### config.mk
export PLATFORM = sky130hd
export DESIGN_NAME = bridge_gate_seq
export DESIGN_NICKNAME = d
export VERILOG_FILES = /design/src/rtl/bgs_pkg.sv /design/src/rtl/bgs_ctrl.sv /design/src/rtl/bgs_datapath.sv /design/src/rtl/bridge_gate_seq.sv
export SDC_FILE = /design/constraint.sdc
export NUM_CORES = 1
export LEC_CHECK = 0
export ABC_AREA = 1
export BUFFER_PORTS_ARGS = -buffer_cell sky130_fd_sc_hd__buf_2
export CAP_MARGIN = 20
export CORE_MARGIN = 1.5
export CORE_UTILIZATION = 64
export CTS_CLUSTER_SIZE = 25
export DETAILED_ROUTE_END_ITERATION = 6
export GPL_TIMING_DRIVEN = 0
export PLACE_DENSITY = 0.9
export SYNTH_ARGS = -nofsm -noshare
export SYNTH_HDL_FRONTEND = slang
export SYNTH_SLANG_ARGS = --single-unit
### constraint.sdc
create_clock -name clk -period 5 [get_ports clk]
set_input_delay 0.5 -clock clk [delete_from_list [all_inputs] [get_ports clk]]
set_output_delay 0.5 -clock clk [all_outputs]
set_load 0.02 [all_outputs]
### src/rtl/bgs_pkg.sv
package bgs_pkg;

  typedef enum logic [1:0] {
    PH_OFF,
    PH_REFRESH,
    PH_HOLDHI,
    PH_RUN
  } phase_t;

  // strobes from the control to the gate datapath
  typedef struct packed {
    logic allOff;
    logic refresh;
    logic hiAllow;
    logic dir;
    logic hiEn;
  } strobe_t;

endpackage

### src/rtl/bgs_ctrl.sv
module bgs_ctrl
  import bgs_pkg::*;
#(
  parameter int CW = 8
) (
  input  logic          clk,
  input  logic          rstN,
  input  logic          dirIn,
  input  logic          hiEnIn,
  input  logic          disIn,
  input  logic          uvIn,
  input  logic [CW-1:0] riseHold,
  input  logic [CW-1:0] fallHold,
  input  logic [CW-1:0] refreshLen,
  input  logic [CW-1:0] upperLen,
  output strobe_t       strb
);

  localparam int NSYNC = 4;
  localparam logic [NSYNC-1:0] SYNC_RST = 4'b0010;

  logic [NSYNC-1:0] syncA, syncB;
  logic dirS, hiEnS, killS;

  always_ff @(posedge clk or negedge rstN) begin
    if (!rstN) begin
      syncA <= SYNC_RST;
      syncB <= SYNC_RST;
    end else begin
      syncA <= {dirIn, hiEnIn, disIn, uvIn};
      syncB <= syncA;
    end
  end

  assign dirS  = syncB[3];
  assign hiEnS = syncB[2];
  assign killS = syncB[1] | syncB[0];

  // direction qualification: minimum on / off persistence
  logic          dirF;
  logic [CW-1:0] qualCnt;
  logic [CW-1:0] holdThr;

  assign holdThr = dirS ? riseHold : fallHold;

  always_ff @(posedge clk or negedge rstN) begin
    if (!rstN) begin
      dirF    <= 1'b0;
      qualCnt <= '0;
    end else if (dirS == dirF) begin
      qualCnt <= '0;
    end else if (qualCnt >= holdThr) begin
      dirF    <= dirS;
      qualCnt <= '0;
    end else begin
      qualCnt <= qualCnt + 1'b1;
    end
  end

  // start-up phase machine
  phase_t      phase;
  logic [CW:0] tCnt, tNext;

  assign tNext = tCnt + 1'b1;

  always_ff @(posedge clk or negedge rstN) begin
    if (!rstN) begin
      phase <= PH_OFF;
      tCnt  <= '0;
    end else if (killS) begin
      phase <= PH_OFF;
      tCnt  <= '0;
    end else begin
      case (phase)
        PH_OFF: begin
          phase <= PH_REFRESH;
          tCnt  <= '0;
        end
        PH_REFRESH: begin
          tCnt <= tNext;
          if (tNext >= {1'b0, refreshLen})
            phase <= (tNext >= {1'b0, upperLen}) ? PH_RUN : PH_HOLDHI;
        end
        PH_HOLDHI: begin
          tCnt <= tNext;
          if (tNext >= {1'b0, upperLen}) phase <= PH_RUN;
        end
        default: ;
      endcase
    end
  end

  always_comb begin
    strb.allOff  = (phase == PH_OFF) | killS;
    strb.refresh = (phase == PH_REFRESH);
    strb.hiAllow = (phase == PH_RUN);
    strb.dir     = dirF;
    strb.hiEn    = hiEnS;
  end

  p_kill_to_off_r2: assert property (@(posedge clk) disable iff (!rstN)
    killS |=> (phase == PH_OFF));

  p_release_refresh_r9: assert property (@(posedge clk) disable iff (!rstN)
    (phase == PH_OFF && !killS) |=> (phase == PH_REFRESH));

  p_run_after_upper_r10: assert property (@(posedge clk) disable iff (!rstN)
    (phase == PH_RUN) |-> (tCnt >= {1'b0, upperLen}));

  p_dir_needs_hold_r11: assert property (@(posedge clk) disable iff (!rstN)
    (dirS != dirF && qualCnt < holdThr) |=> $stable(dirF));

endmodule

### src/rtl/bgs_datapath.sv
module bgs_datapath
  import bgs_pkg::*;
#(
  parameter int CW = 8
) (
  input  logic          clk,
  input  logic          rstN,
  input  strobe_t       strb,
  input  logic [CW-1:0] hiDelay,
  input  logic [CW-1:0] loDelay,
  output logic [3:0]    gateQ
);

  // index: 0 A-low, 1 A-high, 2 B-low, 3 B-high; leg mate is index ^ 1
  localparam int NSW = 4;

  logic [NSW-1:0] req;

  always_comb begin
    req[0] = !strb.allOff && (strb.refresh || !strb.dir);
    req[1] = !strb.allOff && !strb.refresh && strb.hiAllow && strb.hiEn && strb.dir;
    req[2] = !strb.allOff && (strb.refresh || strb.dir);
    req[3] = !strb.allOff && !strb.refresh && strb.hiAllow && strb.hiEn && !strb.dir;
  end

  for (genvar i = 0; i < NSW; i++) begin : g_sw
    localparam int MATE  = i ^ 1;
    localparam bit IS_HI = (i % 2) == 1;

    logic          swQ;
    logic [CW-1:0] cnt;
    logic [CW-1:0] dly;
    logic          goOn;

    assign dly  = IS_HI ? hiDelay : loDelay;
    assign goOn = !gateQ[MATE] && !req[MATE] &&
                  ((cnt >= dly) || (!IS_HI && strb.refresh));

    always_ff @(posedge clk or negedge rstN) begin
      if (!rstN) begin
        swQ <= 1'b0;
        cnt <= '0;
      end else if (!req[i]) begin
        swQ <= 1'b0;
        cnt <= '0;
      end else if (!swQ) begin
        if (goOn) swQ <= 1'b1;
        else if (cnt != '1) cnt <= cnt + 1'b1;
      end
    end

    assign gateQ[i] = swQ;
  end

  p_leg_a_excl_r8: assert property (@(posedge clk) disable iff (!rstN)
    !(gateQ[0] && gateQ[1]));

  p_leg_b_excl_r8: assert property (@(posedge clk) disable iff (!rstN)
    !(gateQ[2] && gateQ[3]));

  p_hi_off_fast_r6: assert property (@(posedge clk) disable iff (!rstN)
    (!req[1] && !req[3]) |=> (!gateQ[1] && !gateQ[3]));

  p_lo_off_fast_r7: assert property (@(posedge clk) disable iff (!rstN)
    (!req[0] && !req[2]) |=> (!gateQ[0] && !gateQ[2]));

  p_hen_low_r5: assert property (@(posedge clk) disable iff (!rstN)
    !strb.hiEn |=> (!gateQ[1] && !gateQ[3]));

  p_abort_all_off_r12: assert property (@(posedge clk) disable iff (!rstN)
    strb.allOff |=> (gateQ == '0));

endmodule

### src/rtl/bridge_gate_seq.sv
module bridge_gate_seq
  import bgs_pkg::*;
#(
  parameter int CW = 8
) (
  input  logic          clk,
  input  logic          rstN,
  input  logic          dirCmd,
  input  logic          hiSideEn,
  input  logic          disReq,
  input  logic          uvFlag,
  input  logic [CW-1:0] hiDelay,
  input  logic [CW-1:0] loDelay,
  input  logic [CW-1:0] riseHold,
  input  logic [CW-1:0] fallHold,
  input  logic [CW-1:0] refreshLen,
  input  logic [CW-1:0] upperLen,
  output logic          gateALo,
  output logic          gateAHi,
  output logic          gateBLo,
  output logic          gateBHi
);

  strobe_t    strb;
  logic [3:0] gateQ;

  bgs_ctrl #(.CW(CW)) u_ctrl (
    .clk(clk), .rstN(rstN),
    .dirIn(dirCmd), .hiEnIn(hiSideEn), .disIn(disReq), .uvIn(uvFlag),
    .riseHold(riseHold), .fallHold(fallHold),
    .refreshLen(refreshLen), .upperLen(upperLen),
    .strb(strb)
  );

  bgs_datapath #(.CW(CW)) u_dp (
    .clk(clk), .rstN(rstN), .strb(strb),
    .hiDelay(hiDelay), .loDelay(loDelay),
    .gateQ(gateQ)
  );

  assign gateALo = gateQ[0];
  assign gateAHi = gateQ[1];
  assign gateBLo = gateQ[2];
  assign gateBHi = gateQ[3];

endmodule

Word level (Yosys, flattened, before mapping)
Index checks and enable logic that the tools add are counted.

storage, ports and cells
  register bits = 64
  bits of input ports = 54
  output and inout bits = 4
  logic and storage cells = 130

cells by class
  $add $sub $neg = 6
  magnitude comparators = 7
  equal/unequal tests = 22
  muxes and demuxes = 38
  bitwise gates (word level) = 3
  reductions and logical operators = 40

operator list
  kind                 count
  $mux 8               19
  $add 8x1->8 const B  5
  $ge 8x8->1           5
  $ne 8x8->1 const B   4
  $ne 2x2->1 const B   12
  $ge 9x8->1           2
  $pmux 9 s2           1
  $logic_and 1x1->1    15
  $reduce_and 3->1     5
  $mux 1               13
  $logic_not 1->1      11
  $add 9x1->9 const B  1
  $mux 9               1
  $mux 2               3
  $pmux 2 s3           1
  $eq 2x2->1 const B   2
  $logic_or 1x1->1     4
  $reduce_bool 4->1    1
  $ne 3x1->1 const B   1
  $ne 3x3->1 const B   1
  $reduce_bool 3->1    1
  $eq 2x1->1 const B   1
  $logic_not 2->1      1
  $or 1x1->1           2
  other kinds (4)      4

Logic depth before layout (Yosys ltp)
  depth after elaboration = 13
  gate-level depth with buffers = 20
  mapped depth without buffers = 20

Hierarchy
Synthesis repeated with hierarchy kept, for this count alone.

unflattened totals
  cells, all modules = 677
  area, all modules = 5126.2 um^2

by module, submodules not included
  module        instances  cells each  area an instance (um^2)  seq. area each (um^2)
  bgs_datapath  1          432         3120.5                   900.9
  bgs_ctrl      1          245         2005.7                   703.2

Worst setup path after synthesis
OpenSTA, ideal clock, no wires.

  path type = reg-to-reg
  start point = register u_ctrl.tCnt[0]
  end point = register u_ctrl.phase[0]
  setup time = 118 ps
  arrival = 2108 ps
  required time = 4882 ps
  path slack = 2774 ps
  stages on the path, launching flop included = 19
  path buffers = 0
  clock period less this slack = 2226 ps
  cell sequence = dfrtp_1 > ha_1 > nand2_1 > nor2_1 > nand3_1 > xor2_1 > ha_1 > nand2_1 > inv_1 > nand3_1 > nor2_1 > nor2_1 > and2_1 > nand3_1 > nand2_1 > nand2_1 > nand2_1 > nand2_1 > nand2_1

on the way
  word-level cells in the longest chain between the ends = 6
  elaborated cells between the ends (all ways) = 10
  those cells by class = add/sub (1); order compare (2); eq/ne (2); mux (4); reduce/logical (1)

RTL lines
  element                 RTL line                        RTL
  from (decl)             bgs_ctrl.sv:62                  logic [CW:0] tCnt, tNext;
  from (signal assigned)  bgs_ctrl.sv:80                  tCnt <= tNext;
  from (signal assigned)  bgs_ctrl.sv:85                  tCnt <= tNext;
  $add 9x1->9 *           bgs_ctrl.sv:64                  assign tNext = tCnt + 1'b1;
  $ge 9x8->1              bgs_ctrl.sv:82, bgs_ctrl.sv:86
  $mux 1                  bgs_ctrl.sv:82                  phase <= (tNext >= {1'b0, upperLen}) ? PH_RUN : PH_HOLDHI;
  $mux 2                  bgs_ctrl.sv:81                  if (tNext >= {1'b0, refreshLen})
  $pmux 2 s3              bgs_ctrl.sv:74                  case (phase)
  $mux 2                  bgs_ctrl.sv:70                  end else if (killS) begin
  to (signal assigned)    bgs_ctrl.sv:82
  to (decl)               bgs_ctrl.sv:61                  phase_t phase;

Every way passes the cells marked *; elsewhere a longest branch is shown, timed or not. The select of a mux whose other input is x is not followed.
A chain may end at the register's enable or synchronous reset.

Final worst setup path
Same ends and word-level chain as after synthesis.

==> out/results.tsv <==
stage	metric	value	unit
sta	fin_skew	0.00518	ns
finish	num_antenna_cells	0	
grt	grt_max_degree	65	
clock_tree	cts_tree	done	
min_path	hold_class	in -> async	
synthesis	synth_common_cells	nand2_1, inv_1, ha_1	
die	die-width	91.5	um
synthesis	synth.cell_area	5010	sq um
sta	setup_viol	0	
critical_path	worstSetupStartpointType	flip-flop	
sta	post-route-period-util	55.4	%
clock_tree	cts.reportedPaths.clkPinSlew	0.07	ns
clock_tree	cts_hold_buf	0	
die	initial_core_util	65.5	%
pwr	irDropWorstVdd	0.218	mV
drt	drc	0	
sta	worst_pin_slew	0.819	ns
synthesis	async_flop_share	100	%
placement	dp_cells	794	
drt	via_per_inst	5.54	
drt	postRouteAntennaNets	0	
synthesis	ys_seq_elements	64	
clock_tree	post_cts_buffers	0	
die	io_pins	58	
placement	hpwl	8150	um
die	core	7650	sq um
synthesis	ys.flop_type	dfrtp_1	
critical_path	crit_path_max_fanout	4	
drt	routed_wl	11200	um
finish	drive_gt1_share	16.8	%
job	max-cap-violations	0	
drt	vias	4488	
sta	slew_headroom	45.4	%
grt	antenna_found_initial	0	
sta	rsz0062_at_grt	false	
placement	port_buffers	57	
clock_tree	cts_max_level	3	
grt	grt_pass1_wl	19700	um
finish	syn2layout_area_growth	12.7	%
sta	drv_slew	0	
critical_path	cp_data_arrival_time	3.02	ns
synthesis	synth_most_common_cell	nand2_1	
pwr	leakagePower	3.12	nW
finish	nNetsFinal	824	
die	die_area	8370	sq um
synthesis	synthCells	635	
clock_tree	insertion_delay	0.35	ns
grt	grtUsageTotal	29.1	%
critical_path	crit_path_start	u_ctrl.tCnt[0]	
synthesis	synth_fp_nets	756	
sta	period_needed	2.77	ns
critical_path	critPathRequiredTime	5.24	ns
finish	nFillCells	554	
grt	grt_pass1_vias	4472	
synthesis	synthTopCellsByArea	dfrtp_1, ha_1, nand2_1	
synthesis	synth_top_area_share	31.0	%
synthesis	synthDistinctLibCells	41	
critical_path	critPathKind	reg -> reg	
drt	wl_per_cell	13.8	um
clock_tree	cts_resized	0	
synthesis	synth-edff-count	0	
critical_path	setup.worst_path.end_class	flip-flop	
sta	hold_viol	0	
run_status	status	complete, no violations	
drt	drt-pass1-iter-count	5	
critical_path	reg2reg_from	u_ctrl.tCnt[0]	
clock_tree	cts-root-buf	clkbuf_8	
pwr	power_density	222	nW/um^2
synthesis	yosysWarnings	0	
die	rows	32	
clock_tree	cts_buffers	9	
sta	timing.fmax	361	MHz
placement	routabilityCongestion	0.835	
grt	overflow	0	
drt	drtIter0Drc	248	
synthesis	synth_seq_area_share	32.0	%
sta	timing.setup.tns	0	ns
finish	finalNonFillerCells	810	
clock_tree	clkSinkCount	64	
die	die_y	91.5	um
clock_tree	clockBufferDepth	2	
synthesis	postSynthAreaPerCell	7.89	sq um
synthesis	yosysTopAreaCell	dfrtp_1	
[kinds of logic after synthesis]
family	count (synthesis)	share of synthesized area, %
AO/OA/AOI/OAI	70	8.37
buffers and inverters	117	9.22
AND/OR/NAND/NOR	288	28.4
adder cells (fa/ha/maj)	67	16.7
multiplexers	7	1.40
flip-flops	64	32.0
XOR/XNOR	22	3.85
[cell usage in the layout, fill, tap and decap left out, types with 7 or more instances in the layout]
master    instances
nor3_1            7
clkbuf_8         10
inv_1           108
buf_2            57
a21oi_1          26
dfrtp_1          62
o21ai_2           9
mux2i_1           7
nor2_1           54
nand3_1          24
o21ai_0          23
ha_1             67
nand4_1          33
xor2_1           16
nand2_1         139
[worst max-delay path, cell delays in order, from the launching register on]
cell and delay (ns):
dfrtp_1 0.41, inv_1 0.08, nor3_1 0.16, nand2_1 0.11
nor2_1 0.11, inv_1 0.08, o21ai_0 0.30, inv_1 0.12
ha_1 0.31, nand3_1 0.12, nor4b_1 0.37, nor2_1 0.07
nand3_1 0.08, nand2_1 0.07, nand2_1 0.09, nand2_1 0.07
nand2_1 0.06, nand2_1 0.05
[sequential cells by signal, indices dropped and copies added (netlist names)]
signal          count
u_dp.g_sw.cnt      32
u_ctrl.dirF         1
u_ctrl.syncA        4
u_ctrl.syncB        4
u_ctrl.qualCnt      8
u_ctrl.phase        2
u_ctrl.tCnt         9
u_dp.g_sw.swQ       4
[routing by layer]
layer / GRT usage (%) / routed length [um] / up-vias
met1: 34.8 / 4650 / 2096
met5: 0 / 0 / -
met2: 52.2 / 5760 / 142
met3: 4.02 / 483 / 31
met4: 11.6 / 267 / 0
li1: - / - / 2219
[metrics by stage]
step	util (%)	power, mW	cell area (sq um)	hold WS [ns]	worst slack, ns
finish	73.8	1.26	5650	0.222	2.23
global route	73.8	1.31	5650	0.243	1.98
CTS	73.8	1.26	5650	0.237	2.26
detailed placement	70.9	0.759	5430	0.336	2.30
global placement	70.9	0.745	5420	0.335	2.43
floorplan	-	0.689	5010	0.204	2.77
[final timing paths]
path,end,slack [ns],cells past startpoint
min in group clk,u_ctrl.syncA[1],0.24,1
min,u_dp.g_sw[3].cnt[1],0.22,1
max in group asynchronous,u_dp.g_sw[0].cnt[0],4.22,1
max,u_ctrl.phase[0],2.23,17
max reg2reg,u_ctrl.phase[0],2.23,17
min reg2reg,u_ctrl.syncB[0],0.35,0
[area by class of cell]
type | instances | area [sq um] | share of cell area, %
clock buffers | 11 | 141 | 2.50
flip-flops and latches | 64 | 1600 | 28.4
inverters | 114 | 438 | 7.76
clock inverters | 5 | 80.1 | 1.42
well taps | 102 | 128 | 2.26
plain buffers | 3 | 23.8 | 0.421
repair buffers | 57 | 288 | 5.10
multi-input cells | 454 | 2940 | 52.1
[power breakdown]
group	internal [mW]	switching, mW
Clock	0.293	0.211
Combinational	0.0717	0.117
Sequential	0.538	0.0246
Total	0.903	0.352
(Power assumes the default switching activity.)
